==> src/rtl/flash_seq_pkg.sv <==
// Shared constants and types for the segmented flash controller.
// Assumes a 16-bit array word and fixed 128/512-byte segment sizes.
package flash_seq_pkg;
    localparam int INFO_SEG_B = 128;
    localparam int MAIN_SEG_B = 512;
    localparam int INFO_B     = 2 * INFO_SEG_B;

    localparam logic [2:0] OP_READ  = 3'd0;
    localparam logic [2:0] OP_PBYTE = 3'd1;
    localparam logic [2:0] OP_PWORD = 3'd2;
    localparam logic [2:0] OP_ESEG  = 3'd3;
    localparam logic [2:0] OP_EMAIN = 3'd4;
    localparam logic [2:0] OP_EALL  = 3'd5;

    typedef enum logic [2:0] {
        ST_IDLE,
        ST_PRD,
        ST_PWR,
        ST_ERS,
        ST_WAIT
    } fsm_e;
endpackage

==> src/rtl/flash_seq_decode.sv <==
// Operation and address decoder: classifies the operation code, checks
// the byte address against the array size and computes the inclusive
// word range an erase covers. Purely combinational.
module flash_seq_decode
    import flash_seq_pkg::*;
#(
    parameter int N_MAIN  = 4,
    parameter int ADDR_W  = 12,
    parameter int WORD_AW = 11
) (
    input  logic [2:0]         op,
    input  logic [ADDR_W-1:0]  addr,
    output logic               known,
    output logic               needs_addr,
    output logic               is_prog,
    output logic               is_erase,
    output logic               in_range,
    output logic [WORD_AW-1:0] rng_lo,
    output logic [WORD_AW-1:0] rng_hi
);
    localparam int TOTAL_B    = INFO_B + N_MAIN * MAIN_SEG_B;
    localparam int TOTAL_W    = TOTAL_B / 2;
    localparam int INFO_W     = INFO_B / 2;
    localparam int INFO_SH    = $clog2(INFO_SEG_B);
    localparam int MAIN_SH    = $clog2(MAIN_SEG_B);
    localparam int INFO_SEG_W = INFO_SEG_B / 2;
    localparam int MAIN_SEG_W = MAIN_SEG_B / 2;

    logic [ADDR_W-1:0]  off;
    logic [WORD_AW-1:0] seg_lo;
    logic [WORD_AW-1:0] seg_hi;

    // Segment bounds of the addressed byte, for either segment size.
    always_comb begin
        off = addr - ADDR_W'(INFO_B);
        if (addr < ADDR_W'(INFO_B)) begin
            seg_lo = WORD_AW'((addr >> INFO_SH) << (INFO_SH - 1));
            seg_hi = seg_lo + WORD_AW'(INFO_SEG_W - 1);
        end else begin
            seg_lo = WORD_AW'(INFO_W) + WORD_AW'((off >> MAIN_SH) << (MAIN_SH - 1));
            seg_hi = seg_lo + WORD_AW'(MAIN_SEG_W - 1);
        end
    end

    assign in_range = (addr < ADDR_W'(TOTAL_B));

    // Operation classification and erase range selection.
    always_comb begin
        known      = 1'b1;
        needs_addr = 1'b0;
        is_prog    = 1'b0;
        is_erase   = 1'b0;
        rng_lo     = '0;
        rng_hi     = '0;
        case (op)
            OP_READ:  needs_addr = 1'b1;
            OP_PBYTE, OP_PWORD: begin
                needs_addr = 1'b1;
                is_prog    = 1'b1;
            end
            OP_ESEG: begin
                needs_addr = 1'b1;
                is_erase   = 1'b1;
                rng_lo     = seg_lo;
                rng_hi     = seg_hi;
            end
            OP_EMAIN: begin
                is_erase = 1'b1;
                rng_lo   = WORD_AW'(INFO_W);
                rng_hi   = WORD_AW'(TOTAL_W - 1);
            end
            OP_EALL: begin
                is_erase = 1'b1;
                rng_lo   = '0;
                rng_hi   = WORD_AW'(TOTAL_W - 1);
            end
            default: known = 1'b0;
        endcase
    end
endmodule

==> src/rtl/flash_seq_timer.sv <==
// Down-counter that times the program and erase pulses.
// Assumes load_val is one less than the wanted number of wait cycles.
module flash_seq_timer #(
    parameter int CNT_W = 5
) (
    input  logic             clk,
    input  logic             rst_n,
    input  logic             load,
    input  logic [CNT_W-1:0] load_val,
    output logic             done
);
    logic [CNT_W-1:0] cnt;

    // Load on request, otherwise count down and stop at zero.
    always_ff @(posedge clk) begin
        if (!rst_n)             cnt <= '0;
        else if (load)          cnt <= load_val;
        else if (cnt != '0)     cnt <= cnt - 1'b1;
    end

    assign done = (cnt == '0);

    p_timer_moves_r7: assert property (@(posedge clk) disable iff (!rst_n)
        (!load && !done) |=> !$stable(cnt));
endmodule

==> src/rtl/flash_seq_viol.sv <==
// Sticky access-violation flag with interrupt gating.
// Assumes a set and a clear in the same cycle leave the flag set.
module flash_seq_viol (
    input  logic clk,
    input  logic rst_n,
    input  logic set,
    input  logic clr,
    input  logic irq_en,
    output logic flag,
    output logic irq
);
    // Hold the flag until cleared; a new event wins over the clear.
    always_ff @(posedge clk) begin
        if (!rst_n)    flag <= 1'b0;
        else if (set)  flag <= 1'b1;
        else if (clr)  flag <= 1'b0;
    end

    assign irq = flag & irq_en;

    p_flag_sticky_r10: assert property (@(posedge clk) disable iff (!rst_n)
        (flag && !clr) |=> flag);
    p_flag_cause_r10: assert property (@(posedge clk) disable iff (!rst_n)
        $rose(flag) |-> $past(set));
endmodule

==> src/rtl/flash_seq_ctl.sv <==
// Segmented flash controller top. Accepts one operation at a time,
// rejects malformed or ill-timed requests, and drives read,
// read-modify-write program and range-erase strobes on a 16-bit array
// port. Assumes the array registers read data one cycle after arr_rd.
module flash_seq_ctl
    import flash_seq_pkg::*;
#(
    parameter int          N_MAIN    = 4,
    parameter int          PROG_CYC  = 6,
    parameter int          ERASE_CYC = 20,
    parameter logic [15:0] FILLER    = 16'h3FFF,
    localparam int         ADDR_W    = $clog2(INFO_B + N_MAIN * MAIN_SEG_B),
    localparam int         WORD_AW   = ADDR_W - 1
) (
    input  logic               clk,
    input  logic               rst_n,
    input  logic               op_valid,
    input  logic [2:0]         op_code,
    input  logic [ADDR_W-1:0]  op_addr,
    input  logic [15:0]        op_wdata,
    output logic               rd_valid,
    output logic [15:0]        rd_data,
    output logic               busy,
    input  logic               viol_clr,
    input  logic               viol_irq_en,
    output logic               viol_flag,
    output logic               viol_irq,
    output logic               arr_rd,
    output logic               arr_wr,
    output logic               arr_ers,
    output logic [WORD_AW-1:0] arr_addr,
    output logic [15:0]        arr_wdata,
    output logic [WORD_AW-1:0] arr_ers_lo,
    output logic [WORD_AW-1:0] arr_ers_hi,
    input  logic [15:0]        arr_rdata
);
    localparam int TOTAL_W = (INFO_B + N_MAIN * MAIN_SEG_B) / 2;
    localparam int MAX_CYC = (PROG_CYC > ERASE_CYC) ? PROG_CYC : ERASE_CYC;
    localparam int CNT_W   = $clog2(MAX_CYC + 1);

    fsm_e               state;
    logic               dec_known, dec_needs_addr, dec_prog, dec_erase, dec_in_range;
    logic [WORD_AW-1:0] dec_lo, dec_hi;
    logic               accept, bad, go, viol_set;
    logic [15:0]        pat_in;
    logic [15:0]        pat_q;
    logic [WORD_AW-1:0] waddr_q;
    logic [WORD_AW-1:0] lo_q, hi_q;
    logic               rd_fill_q;
    logic               t_load, t_done;
    logic [CNT_W-1:0]   t_val;

    flash_seq_decode #(
        .N_MAIN (N_MAIN),
        .ADDR_W (ADDR_W),
        .WORD_AW(WORD_AW)
    ) u_dec (
        .op        (op_code),
        .addr      (op_addr),
        .known     (dec_known),
        .needs_addr(dec_needs_addr),
        .is_prog   (dec_prog),
        .is_erase  (dec_erase),
        .in_range  (dec_in_range),
        .rng_lo    (dec_lo),
        .rng_hi    (dec_hi)
    );

    // Request screening: acceptance, rejection and violation sources.
    always_comb begin
        busy     = (state != ST_IDLE);
        accept   = op_valid && !busy;
        bad      = accept && (!dec_known
                              || (dec_needs_addr && !dec_in_range)
                              || (op_code == OP_PWORD && op_addr[0]));
        go       = accept && !bad;
        viol_set = (op_valid && busy) || bad;
    end

    // Program pattern: the unaddressed lane of a byte program stays all ones.
    always_comb begin
        if (op_code == OP_PBYTE)
            pat_in = op_addr[0] ? {op_wdata[7:0], 8'hFF} : {8'hFF, op_wdata[7:0]};
        else
            pat_in = op_wdata;
    end

    // Operation sequencer.
    always_ff @(posedge clk) begin
        if (!rst_n) begin
            state <= ST_IDLE;
        end else begin
            case (state)
                ST_IDLE: if (go && dec_prog)       state <= ST_PRD;
                         else if (go && dec_erase) state <= ST_ERS;
                ST_PRD:  state <= ST_PWR;
                ST_PWR:  state <= ST_WAIT;
                ST_ERS:  state <= ST_WAIT;
                ST_WAIT: if (t_done)               state <= ST_IDLE;
                default: state <= ST_IDLE;
            endcase
        end
    end

    // Capture the operands of an accepted operation.
    always_ff @(posedge clk) begin
        if (!rst_n) begin
            pat_q   <= '1;
            waddr_q <= '0;
            lo_q    <= '0;
            hi_q    <= '0;
        end else if (go) begin
            pat_q   <= pat_in;
            waddr_q <= op_addr[ADDR_W-1:1];
            lo_q    <= dec_lo;
            hi_q    <= dec_hi;
        end
    end

    // Read return: valid a cycle after any read request, filler unless accepted.
    always_ff @(posedge clk) begin
        if (!rst_n) begin
            rd_valid  <= 1'b0;
            rd_fill_q <= 1'b1;
        end else begin
            rd_valid  <= op_valid && (op_code == OP_READ);
            rd_fill_q <= !go;
        end
    end

    assign rd_data = rd_fill_q ? FILLER : arr_rdata;

    // Array strobes.
    always_comb begin
        arr_rd     = (go && op_code == OP_READ) || (state == ST_PRD);
        arr_wr     = (state == ST_PWR);
        arr_ers    = (state == ST_ERS);
        arr_addr   = (state == ST_IDLE) ? op_addr[ADDR_W-1:1] : waddr_q;
        arr_wdata  = arr_rdata & pat_q;
        arr_ers_lo = lo_q;
        arr_ers_hi = hi_q;
    end

    // Pulse timer load values.
    always_comb begin
        t_load = (state == ST_PWR) || (state == ST_ERS);
        t_val  = (state == ST_ERS) ? CNT_W'(ERASE_CYC - 1) : CNT_W'(PROG_CYC - 1);
    end

    flash_seq_timer #(.CNT_W(CNT_W)) u_tmr (
        .clk     (clk),
        .rst_n   (rst_n),
        .load    (t_load),
        .load_val(t_val),
        .done    (t_done)
    );

    flash_seq_viol u_viol (
        .clk   (clk),
        .rst_n (rst_n),
        .set   (viol_set),
        .clr   (viol_clr),
        .irq_en(viol_irq_en),
        .flag  (viol_flag),
        .irq   (viol_irq)
    );

    p_busy_read_fill_r8: assert property (@(posedge clk) disable iff (!rst_n)
        (op_valid && busy && op_code == OP_READ) |=> (rd_valid && rd_data == FILLER));
    p_odd_word_reject_r6: assert property (@(posedge clk) disable iff (!rst_n)
        (op_valid && !busy && op_code == OP_PWORD && op_addr[0]) |=> (viol_flag && !busy));
    p_erase_range_r4: assert property (@(posedge clk) disable iff (!rst_n)
        arr_ers |-> (arr_ers_lo <= arr_ers_hi && arr_ers_hi < WORD_AW'(TOTAL_W)));
    p_oor_no_busy_r9: assert property (@(posedge clk) disable iff (!rst_n)
        (op_valid && !busy && op_code == OP_ESEG && !dec_in_range) |=> !busy);
    p_prog_starts_r7: assert property (@(posedge clk) disable iff (!rst_n)
        (op_valid && !busy && op_code == OP_PBYTE && dec_in_range) |=> (busy && arr_rd));
endmodule

==> config.mk <==
export PLATFORM = sky130hd
export DESIGN_NAME = flash_seq_ctl
export DESIGN_NICKNAME = d
export VERILOG_FILES = /design/src/rtl/flash_seq_pkg.sv /design/src/rtl/flash_seq_decode.sv /design/src/rtl/flash_seq_timer.sv /design/src/rtl/flash_seq_viol.sv /design/src/rtl/flash_seq_ctl.sv
export SDC_FILE = /design/constraint.sdc
export NUM_CORES = 1
export LEC_CHECK = 0
export BUFFER_PORTS_ARGS = -buffer_cell sky130_fd_sc_hd__buf_2
export CORE_MARGIN = 4
export CORE_UTILIZATION = 32
export CTS_BUF_LIST = sky130_fd_sc_hd__clkbuf_4 sky130_fd_sc_hd__clkbuf_8 sky130_fd_sc_hd__clkbuf_16
export DETAILED_ROUTE_END_ITERATION = 12
export PLACE_DENSITY = 0.63
export SYNTH_ARGS = -nofsm -noshare
export SYNTH_HDL_FRONTEND = slang
export SYNTH_SLANG_ARGS = --single-unit
==> constraint.sdc <==
create_clock -name clk -period 2.3 [get_ports clk]
set_clock_uncertainty 0.05 [all_clocks]
set_input_delay 0.345 -clock clk [delete_from_list [all_inputs] [get_ports clk]]
set_output_delay 0.345 -clock clk [all_outputs]
set_load 0.05 [all_outputs]
==> summary.txt, run 1 <==
Run status
  – Outcome: finished clean

Worst setup path
  – CP Max Fanout: 12
  – Endpoint class of the critical path: output pin
  – CP startpoint kind: flip-flop
  – Worst EP required: 1.90 ns
  – Setup CP Type: flip-flop to output pin
  – CP arrival: roughly 1.7 ns

Yosys
  – Post-synth EDFFs: 0
  – Largest family of logic cells by synthesized area: simple AND/OR/NAND/NOR gates
  – Post-synthesis mux area share: ~4.1%
  – Post-synthesis cell area: just over 0.003 sq mm
  – Yosys reg bits: 49
  – Primary FF master, synth: dfxtp_1
  – Syn. warnings: 0
  – Post-Synth Adder-Cell Area: under 10%
  – Mapped Cells: ~350
  – Post-synthesis xor/xnor area fraction: ~1.9%
  – Synth Area in Simple Gates: about a quarter
  – Syn Area/Cell: around 8.6 sq um
  – Seq/Total Area, Yosys: between 30% and 40%
  – Post-synthesis async set-or-reset flop share: 0%
  – Post-synthesis compound-gate area fraction: between 20% and 30%
  – Cell variety after synth: 58

STA
  – Setup violators final: 0
  – Hold Vio Cnt, Final: 0
  – RSZ-0062 raised after global routing: no
  – Final slew viol count: 0
  – Slew Limit Headroom: 61.34%
  – Worst-margin pin slew: 0.5783 ns
  – Final period util: 91.94%
  – Final TNS setup: 0 ns
  – Fmax: 472.9 MHz
  – Final Critical Period: between 2 and 2.5 ns
  – Crit path setup slack, layout: approximately 0.19 ns

Layout
  – Layout area overhead: 21.66%
  – Post-layout util: approximately two fifths
  – Area of the multi-input gates: ~0.0017 sq mm
  – ANT cells: 0
  – Post-route cell area: about 0.0037 sq mm
  – # fillers: about 970
  – Reg area: a little under 0.001 sq mm
  – Nets: just over 500
  – Share of post-route cells with drive strength above 1: 39.56%

Routing
  – 1st-iter DRT viols: 193
  – Wire per inst: roughly 15 microns
  – Drt drc: 0
  – DR vias/cell: about 5.0
  – DRT Pass-1 Iters: 4
  – Antenna-violating nets left: 0
  – Vias: between 2000 and 3000
  – WL final: roughly 8.5 mm

Global routing
  – First-pass GRT wire length: around 14 mm
  – Initial antenna violation count: 0
  – Grt ovf: 0
  – Vias in the first global route: ~2800
  – Largest net degree at the start of global routing: 39
  – GRT Resource Usage Total: about 15%

Clock tree
  – Clock Sinks: between 40 and 50
  – Clk root buf: clkbuf_8
  – CTS tree: built
  – Clock transition at the registers of the reported paths: around 0.080 ns
  – Max H-tree Level: 2
  – Cts bufs inserted: 5
  – Longest Clk Path Bufs: 2
  – Clk_lat worst skew: 0.29 ns

Die
  – Die Ht: 105.7 microns
  – Core area: slightly above 0.009 sq mm
  – Initial core utilization: between 30% and 40%
  – Num ports: between 100 and 150
  – FP Rows: 35
  – Die area: approximately 0.011 sq mm
  – Die Wd: 105.7 microns

Pwr
  – Maximum vdd drop: about 270 uV
  – PwrDens: approximately 660 mW/mm^2
  – P_leak: 0.001615 uW

Placed design
  – Post-place setup slack: approximately 0.19 ns
  – Routability Congestion: 0.8083
  – Port bufs: between 100 and 150
  – HPWL Detailed: 6.468 mm
  – Placed cell areas: about 0.0036 sq mm

Min path
  – Worst hold path class: primary input to flip-flop

Flow run
  – Max Cap Viol: 0
==> critical path: stages, from the launching register on <==
cell and delay [ns]:
dfxtp_1 0.36, nor3_2 0.33, inv_2 0.20, mux2_2 0.32, buf_2 0.21
==> routing by layer <==
metal  up-vias  part of all wire, %  wire, microns  GRT usage, %
met1      1335                   44           3759         19.39
met4         0                  1.5            129         4.163
met3         8                  4.9            420         2.939
li1       1468                    -              -             -
met5         -                    0              0             0
met2        77                   50           4232         25.68
==> kinds of logic (layout without fill, tap and decap cells) <==
kind of cell | Yosys count | count (layout)
simple gates | 118 | 118
compound gates | 104 | 104
buf+inv | 63 | 154
flops | 49 | 49
mux | 11 | 11
xor+xnor | 5 | 5
fa+ha+maj | 3 | 3
other cells | 1 | 6
==> Yosys cell counts, types with 9 or more instances <==
| master | number | area [sq um] |
|---|---|---|
| dfxtp_1 | 49 | 980.9 |
| a21oi_1 | 24 | 120.1 |
| buf_4 | 18 | 135.1 |
| inv_1 | 18 | 67.56 |
| o21ai_1 | 18 | 90.09 |
| and2_1 | 17 | 106.4 |
| nand4_1 | 17 | 106.4 |
| o31ai_1 | 17 | 127.6 |
| or2_2 | 14 | 87.58 |
| nand2b_1 | 13 | 81.33 |
| clkbuf_1 | 12 | 45.04 |
| nor2_1 | 12 | 45.04 |
| mux2_2 | 11 | 123.9 |
| a31oi_1 | 10 | 62.56 |
| and4_1 | 9 | 78.83 |
==> final cells by class <==
class | count | area share [%]
Tap cell | 129 | 4.342
Inverter | 20 | 2.020
Clock buffer | 7 | 2.423
Timing Repair Buffer | 127 | 17.77
Sequential cell | 49 | 26.39
Multi-Input combinational cell | 247 | 47.05
==> final timing paths <==
path	startpoint	endpoint	slack [ns]	cells after the start
min reg2reg	waddr_q[7]	waddr_q[7]	0.42	2
min	op_addr[1]	waddr_q[0]	0.26	3
max	state[2]	arr_addr[8]	0.19	4
max reg2reg	state[2]	arr_ers_hi[9]	0.45	5
==> where the power goes <==
part | switching, uW | internal, uW
clock | 264 | 251
combinational | 658 | 313
sequential | 53.5 | 922
total | 975 | 1490
==> state kept, by name, indices dropped and copies added, names as in the netlist <==
| name | flops |
|---|---|
| arr_ers_lo | 5 |
| rd_valid | 1 |
| u_tmr.cnt | 5 |
| state | 3 |
| waddr_q | 11 |
| rd_fill_q | 1 |
| arr_ers_hi | 6 |
| pat_q | 16 |
| u_viol.flag | 1 |
==> through the flow <==
step	cells	hold slack (ns)	total power [uW]
final	579	0.2595	2461
after global routing	579	0.2459	2604
after CTS	579	0.2491	2491
after detailed placement	572	0.4128	1970
after global placement	572	0.4048	1944
after floorplan	359	0.3948	1769
==> cell usage in the layout (no fill, tap or decap), types with 4 or more instances in the layout <==
cell type / synthesis / layout
and4_1: 9 / 9
inv_1: 18 / 17
a2111o_1: 8 / 8
clkbuf_8: 0 / 6
nand2_1: 7 / 7
o31ai_1: 17 / 17
nor2_1: 12 / 12
mux2_2: 11 / 11
or2_2: 14 / 14
nand4_1: 17 / 17
o21ai_1: 18 / 18
a21oi_1: 24 / 24
buf_4: 18 / 10
and2_1: 17 / 17
dfxtp_1: 49 / 49
conb_1: 1 / 6
nor2b_1: 4 / 4
nand2b_1: 13 / 13
o211ai_2: 8 / 8
a31oi_1: 10 / 10
nor3_1: 6 / 6
buf_2: 8 / 117
==> timing repair <==
item | CTS | global route
resized for setup | 0 | 1
endpoints found under the setup margin | 0 | 2
setup buffers | 0 | 0
hold buffers | 0 | 0
Note: power is estimated with default switching activity, not from simulation.
==> inputs of run 2 (changes only) <==
PLACE_DENSITY = 0.62   (was 0.63)
SYNTH_HIERARCHICAL = 1   (was not set)
==> summary.txt, run 2 <==
Run status
  – Outcome: finished clean (unchanged)

Global routing
  – Largest net degree at the start of global routing: 96 (was 39)
  – Grt ovf: 0 (unchanged)
  – Initial antenna violation count: 0 (unchanged)
  – GRT Resource Usage Total: 14.07% (was 15.08%)
  – Vias in the first global route: 3034 (was 2793)
  – First-pass GRT wire length: 14.56 mm (was 13.92 mm)

Die
  – Die area: 0.01256 sq mm (was 0.01118 sq mm)
  – Num ports: 124 (unchanged)
  – FP Rows: 37 (was 35)
  – Initial core utilization: 33.27% (was 32.91%)
  – Core area: 0.01042 sq mm (was 0.009284 sq mm)
  – Die Wd: 112.1 microns (was 105.7 microns)
  – Die Ht: 112.1 microns (was 105.7 microns)

Layout
  – # fillers: 1024 (was 971)
  – Post-layout util: 42.89% (was 40.04%)
  – Layout area overhead: 28.92% (was 21.66%)
  – Nets: 574 (was 505)
  – ANT cells: 0 (unchanged)
  – Max reg flops: 16 (unchanged)
  – Commonest non-fill, non-tap cells in the layout: buf_2 (122), nand2_1 (75), dfxtp_1 (60) (was buf_2 (117), dfxtp_1 (49), a21oi_1 (24))
  – Largest reg by FF count: pat_q (unchanged)
  – Share of post-route cells with drive strength above 1: 37.21% (was 39.56%)
  – Commonest non-fill, non-tap cell in the layout: buf_2 (unchanged)

STA
  – Final TNS setup: 0 ns (unchanged)
  – Fmax: 464.1 MHz (was 472.9 MHz)
  – RSZ-0062 raised after global routing: no (unchanged)
  – Final Critical Period: 2.155 ns (was 2.115 ns)
  – Final period util: 93.69% (was 91.94%)
  – Setup violators final: 0 (unchanged)
  – Final slew viol count: 0 (unchanged)
  – Hold Vio Cnt, Final: 0 (unchanged)

Clock tree
  – Clock Sinks: 60 (was 49)
  – Hold buffer count at cts: 0 (unchanged)
  – Longest Clk Path Bufs: 2 (unchanged)
  – Clock transition at the registers of the reported paths: 0.08 ns (about the same)
  – Clk_lat worst skew: 0.33 ns (was 0.29 ns)
  – Max H-tree Level: 3 (was 2)
  – Cts bufs inserted: 9 (was 5)
  – Clk root buf: clkbuf_8 (unchanged)
  – CTS tree: built (unchanged)

Yosys
  – Mapped Cells: 400 (was 354)
  – Top cells by area, synth: dfxtp_1 (35%), mux2i_1 (12%), nand2_1 (8.1%) (was dfxtp_1 (32%), buf_4 (4.4%), o31ai_1 (4.2%))
  – Yosys reg bits: 60 (was 49)
  – Primary FF master, synth: dfxtp_1 (unchanged)
  – Post-synth EDFFs: 0 (unchanged)
  – Most frequent cells after synthesis: nand2_1 (75), dfxtp_1 (60), mux2i_1 (42) (was dfxtp_1 (49), a21oi_1 (24), buf_4 (18), inv_1 (18), o21ai_1 (18))
  – Yosys top cell area share: 34.66% (was 32.10%)
  – Most frequent cell after synthesis: nand2_1 (was dfxtp_1)
  – Cell variety after synth: 52 (was 58)
  – Post-synthesis cell area: 0.003466 sq mm (was 0.003055 sq mm)
  – Post-synthesis async set-or-reset flop share: 0% (unchanged)
  – Syn Area/Cell: 8.665 sq um (was 8.631 sq um)
  – Seq/Total Area, Yosys: 34.66% (was 32.10%)
  – Syn. warnings: 6 (was 0)
  – Synth area leader: dfxtp_1 (unchanged)

Routing
  – DR vias/cell: 4.711 (was 4.988)
  – 1st-iter DRT viols: 108 (was 193)
  – Antenna-violating nets left: 0 (unchanged)
  – Vias: 3109 (was 2888)
  – Wire per inst: 13.40 microns (was 14.75 microns)
  – Drt drc: 0 (unchanged)
  – DRT Pass-1 Iters: 4 (unchanged)
  – WL final: 8.844 mm (was 8.541 mm)

Min path
  – WHS Path Cells: 3 (unchanged)
  – Hold EP: waddr_q[0] (unchanged)
  – Hold Crit Start: op_addr[1] (unchanged)
  – Worst hold path class: primary input to flip-flop (unchanged)

Worst setup path
  – Reg2Reg Depth: 4 (was 5)
  – Setup CP Type: primary input to output pin (was flip-flop to output pin)
  – Endpoint class of the critical path: output pin (unchanged)
  – RR Endpoint: pat_q[11] (was arr_ers_hi[9])
  – CP Max Fanout: 3 (was 12)
  – Reg2Reg Setup Slack: 0.20 ns (was 0.45 ns)
  – CP arrival: 1.76 ns (was 1.72 ns)
  – Worst r2r src: state[2] (unchanged)
  – Worst EP required: 1.90 ns (about the same)
  – CP startpoint kind: primary input (was flip-flop)

Pwr
  – PwrDens: 784.7 mW/mm^2 (was 662.1 mW/mm^2)
  – P_leak: 0.002039 uW (was 0.001615 uW)
  – Maximum vdd drop: 309.0 uV (was 268.5 uV)

Placed design
  – Routability Congestion: 0.7837 (was 0.8083)
  – Port bufs: 123 (was 117)
  – HPWL Detailed: 6.639 mm (was 6.468 mm)

Flow run
  – Max Cap Viol: 0 (unchanged)
-- run 2: cell families after synthesis --
group	synth area share, %
AO/OA/AOI/OAI	9.026
other	0.3249
adder cells (fa/ha/maj)	1.083
buffers and inverters	8.845
XOR/XNOR	1.516
AND/OR/NAND/NOR	28.84
flip-flops	34.66
multiplexers	15.70
-- run 2: per-layer routing --
layer  part of all wire (%)  track usage (%)
met1                     44            16.73
met2                     49            24.14
met3                    5.3            4.367
met4                    1.7            4.728
met5                      0                0
-- run 2: cell type report --
type                       instances  area [sq um]  share of cell area, %
inverter                          15         56.30                  1.260
clock inverter                     7         123.9                  2.772
timing repair buffer             142         798.3                  17.87
sequential                        60          1201                  26.88
tap                              136         170.2                  3.808
multi-input combinational        291          1994                  44.64
clock buffer                       9         123.9                  2.772
-- run 2: report_power, final --
group	internal (uW)	switching, uW	total, uW
clock	727	449	1180
combinational	407	710	1120
sequential	1140	75.9	1210
total	2270	1230	3510
-- run 2: worst max-delay path by stage --
| stage | start | end | slack (ns) |
|---|---|---|---|
| floorplan | op_addr[8] | arr_rd | 0.18 |
| global placement | op_addr[8] | pat_q[10] | 0.11 |
| detailed placement | op_addr[8] | pat_q[11] | -0.05 |
| CTS | op_addr[8] | arr_rd | 0.11 |
| global route | op_addr[8] | arr_rd | 0.02 |
| finish | op_addr[8] | arr_rd | 0.15 |
-- run 2: critical path: stages --
cell	delay (ns)
buf_2	0.11
inv_1	0.07
ha_1	0.20
inv_1	0.05
o21ai_0	0.18
nor2b_1	0.10
nor4b_1	0.29
o21a_1	0.17
clkbuf_4	0.23
-- run 2: per-stage QoR --
| stage | instances | cell area, sq um | power, uW | worst slack (ns) | hold slack [ns] |
|---|---|---|---|---|---|
| floorplan | 405 | 3485 | 2089 | 0.1785 | 0.3822 |
| global placement | 644 | 4218 | 2330 | 0.1101 | 0.3890 |
| detailed placement | 644 | 4218 | 2359 | -0.04967 | 0.3925 |
| CTS | 660 | 4466 | 3554 | 0.1053 | 0.1765 |
| global route | 660 | 4468 | 3693 | 0.01724 | 0.1848 |
| finish | 660 | 4468 | 3506 | 0.1452 | 0.2007 |
-- run 2: timing repair --
action / in CTS / in global routing
gates resized for setup: 0 / 1
setup endpoints to repair: 0 / 1
setup buffers: 0 / 0
